$ cat src/rtl/lfsr_pkg.sv
package lfsr_pkg;

  // strobes from the control half to the register half
  typedef struct packed {
    logic load;   // reload the seed
    logic step;   // advance one position
  } lfsrStrobe_t;

  // number of set bits in a tap mask, usable in constant expressions
  function automatic int countTaps(input logic [63:0] mask);
    int n;
    n = 0;
    for (int i = 0; i < 64; i++) begin
      if (mask[i]) n++;
    end
    return n;
  endfunction

endpackage

$ cat src/rtl/lfsr_ctrl.sv
module lfsr_ctrl
  import lfsr_pkg::*;
(
  input  logic        rst,
  input  logic        en,
  output lfsrStrobe_t strobes
);

  // reset wins over enable
  always_comb begin
    strobes.load = rst;
    strobes.step = en & ~rst;
  end

endmodule

$ cat src/rtl/lfsr_core.sv
module lfsr_core
  import lfsr_pkg::*;
#(
  parameter int              WIDTH       = 8,
  parameter logic [WIDTH-1:0] TAPS       = 8'hB8,
  parameter logic [63:0]     SEED        = 64'h1,
  parameter bit              USE_XNOR    = 1'b0,
  parameter bit              ONE_TO_MANY = 1'b0
) (
  input  logic             clk,
  input  lfsrStrobe_t      strobes,
  output logic [WIDTH-1:0] state
);

  localparam logic [WIDTH-1:0] SEED_T   = SEED[WIDTH-1:0];
  localparam logic             INV_BIT  = USE_XNOR;
  localparam logic [WIDTH-1:0] LOCK_VAL = USE_XNOR ? {WIDTH{1'b1}} : {WIDTH{1'b0}};

  logic [WIDTH-1:0] stateQ;
  logic [WIDTH-1:0] stateNxt;

  generate
    if (ONE_TO_MANY == 1'b0) begin : gen_manyToOne
      logic feedBit;
      assign feedBit  = (^(stateQ & TAPS)) ^ INV_BIT;
      assign stateNxt = {stateQ[WIDTH-2:0], feedBit};
    end else begin : gen_oneToMany
      assign stateNxt[0] = stateQ[WIDTH-1];
      for (genvar j = 1; j < WIDTH; j++) begin : gen_stage
        if (TAPS[WIDTH-1-j]) begin : gen_gate
          assign stateNxt[j] = stateQ[j-1] ^ stateQ[WIDTH-1] ^ INV_BIT;
        end else begin : gen_pass
          assign stateNxt[j] = stateQ[j-1];
        end
      end
    end
  endgenerate

  always_ff @(posedge clk) begin
    if (strobes.load)      stateQ <= SEED_T;
    else if (strobes.step) stateQ <= stateNxt;
  end

  assign state = stateQ;

  // seed lands one edge after the load strobe
  assert_reset_seed_R1: assert property (@(posedge clk)
    strobes.load |=> stateQ == SEED_T);

  assert_hold_R2: assert property (@(posedge clk) disable iff (strobes.load)
    !strobes.step |=> $stable(stateQ));

  assert_no_lockup_R9: assert property (@(posedge clk) disable iff (strobes.load)
    stateQ != LOCK_VAL);

  generate
    if (ONE_TO_MANY == 1'b0) begin : gen_chkFib
      assert_fib_shift_R3: assert property (@(posedge clk) disable iff (strobes.load)
        strobes.step |=> stateQ[WIDTH-1:1] == $past(stateQ[WIDTH-2:0]));
    end else begin : gen_chkGal
      assert_gal_wrap_R4: assert property (@(posedge clk) disable iff (strobes.load)
        strobes.step |=> stateQ[0] == $past(stateQ[WIDTH-1]));
    end
  endgenerate

endmodule

$ cat src/rtl/lfsr_gen.sv
module lfsr_gen
  import lfsr_pkg::*;
#(
  parameter int              WIDTH       = 8,
  parameter logic [WIDTH-1:0] TAPS       = 8'hB8,
  parameter logic [63:0]     SEED        = 64'h1,
  parameter bit              USE_XNOR    = 1'b0,
  parameter bit              ONE_TO_MANY = 1'b0,
  parameter bit              HAS_PAR     = 1'b1
) (
  input  logic             clk,
  input  logic             rst,
  input  logic             en,
  output logic             serOut,
  output logic [WIDTH-1:0] parOut
);

  localparam int          TAP_COUNT = countTaps(64'(TAPS));
  localparam logic [WIDTH-1:0] SEED_T = SEED[WIDTH-1:0];
  localparam bit          SEED_LOCKS = USE_XNOR ? (SEED_T == {WIDTH{1'b1}})
                                                : (SEED_T == {WIDTH{1'b0}});

  // elaboration-time refusals
  generate
    if (WIDTH < 2 || WIDTH > 64) begin : assert_width_range_R9
      $error("lfsr_gen: WIDTH must lie in 2..64");
    end
    if (TAP_COUNT < 2) begin : assert_min_taps_R9
      $error("lfsr_gen: at least two taps are needed");
    end
    if (SEED_LOCKS) begin : assert_seed_lockup_R9
      $error("lfsr_gen: seed equals the lock-up value for this gate type");
    end
  endgenerate

  lfsrStrobe_t      strobes;
  logic [WIDTH-1:0] state;

  lfsr_ctrl ctrl_i (
    .rst     (rst),
    .en      (en),
    .strobes (strobes)
  );

  lfsr_core #(
    .WIDTH       (WIDTH),
    .TAPS        (TAPS),
    .SEED        (SEED),
    .USE_XNOR    (USE_XNOR),
    .ONE_TO_MANY (ONE_TO_MANY)
  ) core_i (
    .clk     (clk),
    .strobes (strobes),
    .state   (state)
  );

  assign serOut = state[WIDTH-1];

  generate
    if (HAS_PAR) begin : gen_par
      assign parOut = state;
    end else begin : gen_noPar
      assign parOut = '0;
    end
  endgenerate

endmodule

$ cat config.mk
export PLATFORM = sky130hd
export DESIGN_NAME = lfsr_gen
export DESIGN_NICKNAME = d
export VERILOG_FILES = /design/src/rtl/lfsr_pkg.sv /design/src/rtl/lfsr_ctrl.sv /design/src/rtl/lfsr_core.sv /design/src/rtl/lfsr_gen.sv
export SDC_FILE = /design/constraint.sdc
export NUM_CORES = 1
export LEC_CHECK = 0
export BUFFER_PORTS_ARGS = -buffer_cell sky130_fd_sc_hd__buf_2
export CORE_AREA = 2 2 39 41
export DETAILED_ROUTE_END_ITERATION = 12
export DIE_AREA = 0 0 41 43
export PLACE_DENSITY = 0.5
export SYNTH_ARGS = -nofsm -noshare
export SYNTH_HDL_FRONTEND = slang
export SYNTH_SLANG_ARGS = --single-unit
$ cat constraint.sdc
create_clock -name clk -period 0.8 [get_ports clk]
set_input_delay 0.08 -clock clk [delete_from_list [all_inputs] [get_ports clk]]
set_output_delay 0.08 -clock clk [all_outputs]
set_load 0.02 [all_outputs]
==> reports/summary.txt <==
Psw: 0.213 mW
Post-route setup TNS: -0.966 ns
Mapped cell area: 314 um^2
Hold Violations, Final: 0
Clock buffer depth: 2
Number of synthesized flops with an enable pin: 0
GR Overflow Total: 0
Run status: finished with violations
Vias in the first global route: 304
Fillcell total: 136
H-tree Lvls: 1
CORE AREA: 0.00138 mm^2
P per Cell Area: 1470 mW/mm^2
DR vias: 282
Final critical-path share of the clock period: 116%
Wire per inst: 10.4 um
WL final: 717 um
Startpoint class of the critical path: flip-flop
Hold Crit Class: input pin to flip-flop
Port bufs: 11
Final setup vio count: 10
Post-synth top area cell: dfxtp_1
Violated checks: negative setup slack
Vias per cell: 4.09
Largest net degree at the start of global routing: 10
Tightest Pin Transition: 0.243 ns
Hold Buf Count CTS: 0
Max-slew violations: 0
Synthesized net count: 34
Synth top cells by count: dfxtp_1, mux2i_1, nor2_1
PnR worst setup slack: -0.132 ns
Initial Util: 22.7%
Comb power frac: 12.4%
Ys flop type: dfxtp_1
Skew-Pair Late Insertion Delay: 0.26 ns
Clock Pin Slew Worst Setup and Hold Paths: 0.06 ns
Static leakage: 0.268 nW
Max Fclk: 1070 MHz
Yosys reg bits: 8
Die height: 43 um
Synth top area cells: dfxtp_1, mux2i_1, nor2_1, xnor2_1, buf_4
RSZ-0062 raised after global routing: true
Post-synth top area share: 51.0%
Area grow syn2layout: 86.9%
Clock tree sinks: 8
Syn_area_per_cell: 10.1 um^2
Worst hold stages: 2
DRC Markers: 0
Root Buffer: clkbuf_4
Crit end category: output pin
Design Area, Final: 587 um^2
ANT nets after route: 0
Data arrival, critical path: 0.85 ns
Ant diodes: 0
Min Tclk post-route: 0.932 ns
Worst reg2reg path depth: 4
DIE WIDTH: 41 um
Post-DP HPWL: 429 um
Dpl cell area: 433 um^2
Initial DRT Pass Iterations: 2
CTS tree: yes
Peak supply drop: 0.887 mV
Switching portion of total power: 24.8%
Worst setup path category: flip-flop to output pin
Fin Hold WS: 0.0986 ns
Cells after Synth: 31
Netlist cell types: 10
DRT iter0 DRCs: 3
Synth Warn #: 0
Ys async rst share: 0%
Post-synthesis sequential area ratio: 51.0%
Sequential Power Share: 47.5%
Worst rel slew slack: 83.8%
Final nets: 57
Num ports: 12
Clock share of power: 40.1%
Max_cap viols: 0
Final GP Congestion: 0.593
Gr usage total: 11.4%
Int Pwr: 0.648 mW
Critical path required time: 0.72 ns
Max reg flops: 8
CP Max Fanout: 2
Antenna violations before repair: 0
Count leader, synth: dfxtp_1
FP Rows: 14
CTS Buf Count: 3
Setup Skew: 0.00511 ns
Share of layout cells above drive strength 1: 62.3%
Die ar.: 0.00176 mm^2
First-pass GRT wire length: 1.27 mm
## area by class of cell
type	count	area, um^2	area share, %
Timing Repair Buffer	21	209	35.6
Sequential cell	8	179	30.5
Multi-Input combinational cell	19	149	25.4
Clock buffer	4	26.3	4.48
Tap cell	16	20.0	3.41
Inverter	1	3.75	0.640
## routing by layer
layer	GRT usage, %	vias up	routed length (um)	part of all wire (%)
li1	-	145	-	-
met1	13.8	125	301	42
met2	14.7	10	348	49
met3	7.85	2	56	7.8
met4	6.00	0	10	1.4
met5	0	-	0	0
## worst paths after layout
path	end	slack [ns]	startpoint
hold reg to reg	core_i.state[1]$_SDFFE_PP0P_	0.56	core_i.state[0]$_SDFFE_PP1P_
hold / removal	core_i.state[4]$_SDFFE_PP0P_	0.1	rst
setup reg to reg	core_i.state[0]$_SDFFE_PP1P_	-0.11	core_i.state[3]$_SDFFE_PP0P_
setup / recovery	parOut[4]	-0.13	core_i.state[4]$_SDFFE_PP0P_
## cells in the final DEF (no fill, tap or decap), drive strengths merged
cell type / count
clkbuf: 4
nor2: 7
xnor2: 3
dfxtp: 8
nor3: 1
buf: 21
inv: 1
a31oi: 1
mux2i: 7
## through the flow
stage,setup slack (ns),utilization (%),power (mW),std cells
6_report,-0.132,42.4,0.862,69
5_1_grt,-0.203,42.4,0.901,69
4_1_cts,-0.136,41.9,0.876,69
3_5_place_dp,-0.0382,31.3,0.496,59
3_3_place_gp,-0.0305,31.3,0.496,59
2_1_floorplan,-0.0499,-,0.472,31
## worst max-delay path: stages (launching register included)
cell     delay [ns]
dfxtp_4        0.35
buf_6          0.12
buf_6          0.12
## timing repair
item                                    4_1_cts  5_1_grt
buffers inserted                              6        0
pin swaps                                     2        4
endpoints found under the setup margin       10       12
hold endpoints to repair                      0        0
resized for setup                            25        2
## cell families (layout without fill, tap and decap cells)
| group | count (synthesis) | in the layout | synth area share [%] |
|---|---|---|---|
| muxes | 7 | 7 | 22.3 |
| and+or+nand+nor | 8 | 8 | 9.96 |
| buffers and inverters | 4 | 26 | 6.37 |
| AOI/OAI and AO/OA | 1 | 1 | 1.99 |
| xor gates and xnor gates | 3 | 3 | 8.37 |
| DFF | 8 | 8 | 51.0 |
## power groups by stage
stage | Combinational [mW] | Sequential, mW | Clock (mW)
6_report | 0.107 | 0.409 | 0.346
4_1_cts | 0.107 | 0.409 | 0.359
5_1_grt | 0.116 | 0.411 | 0.375
3_3_place_gp | 0.0787 | 0.417 | 0
3_5_place_dp | 0.0785 | 0.418 | 0
2_1_floorplan | 0.0393 | 0.433 | 0
Note: power is estimated with default switching activity, not from simulation.
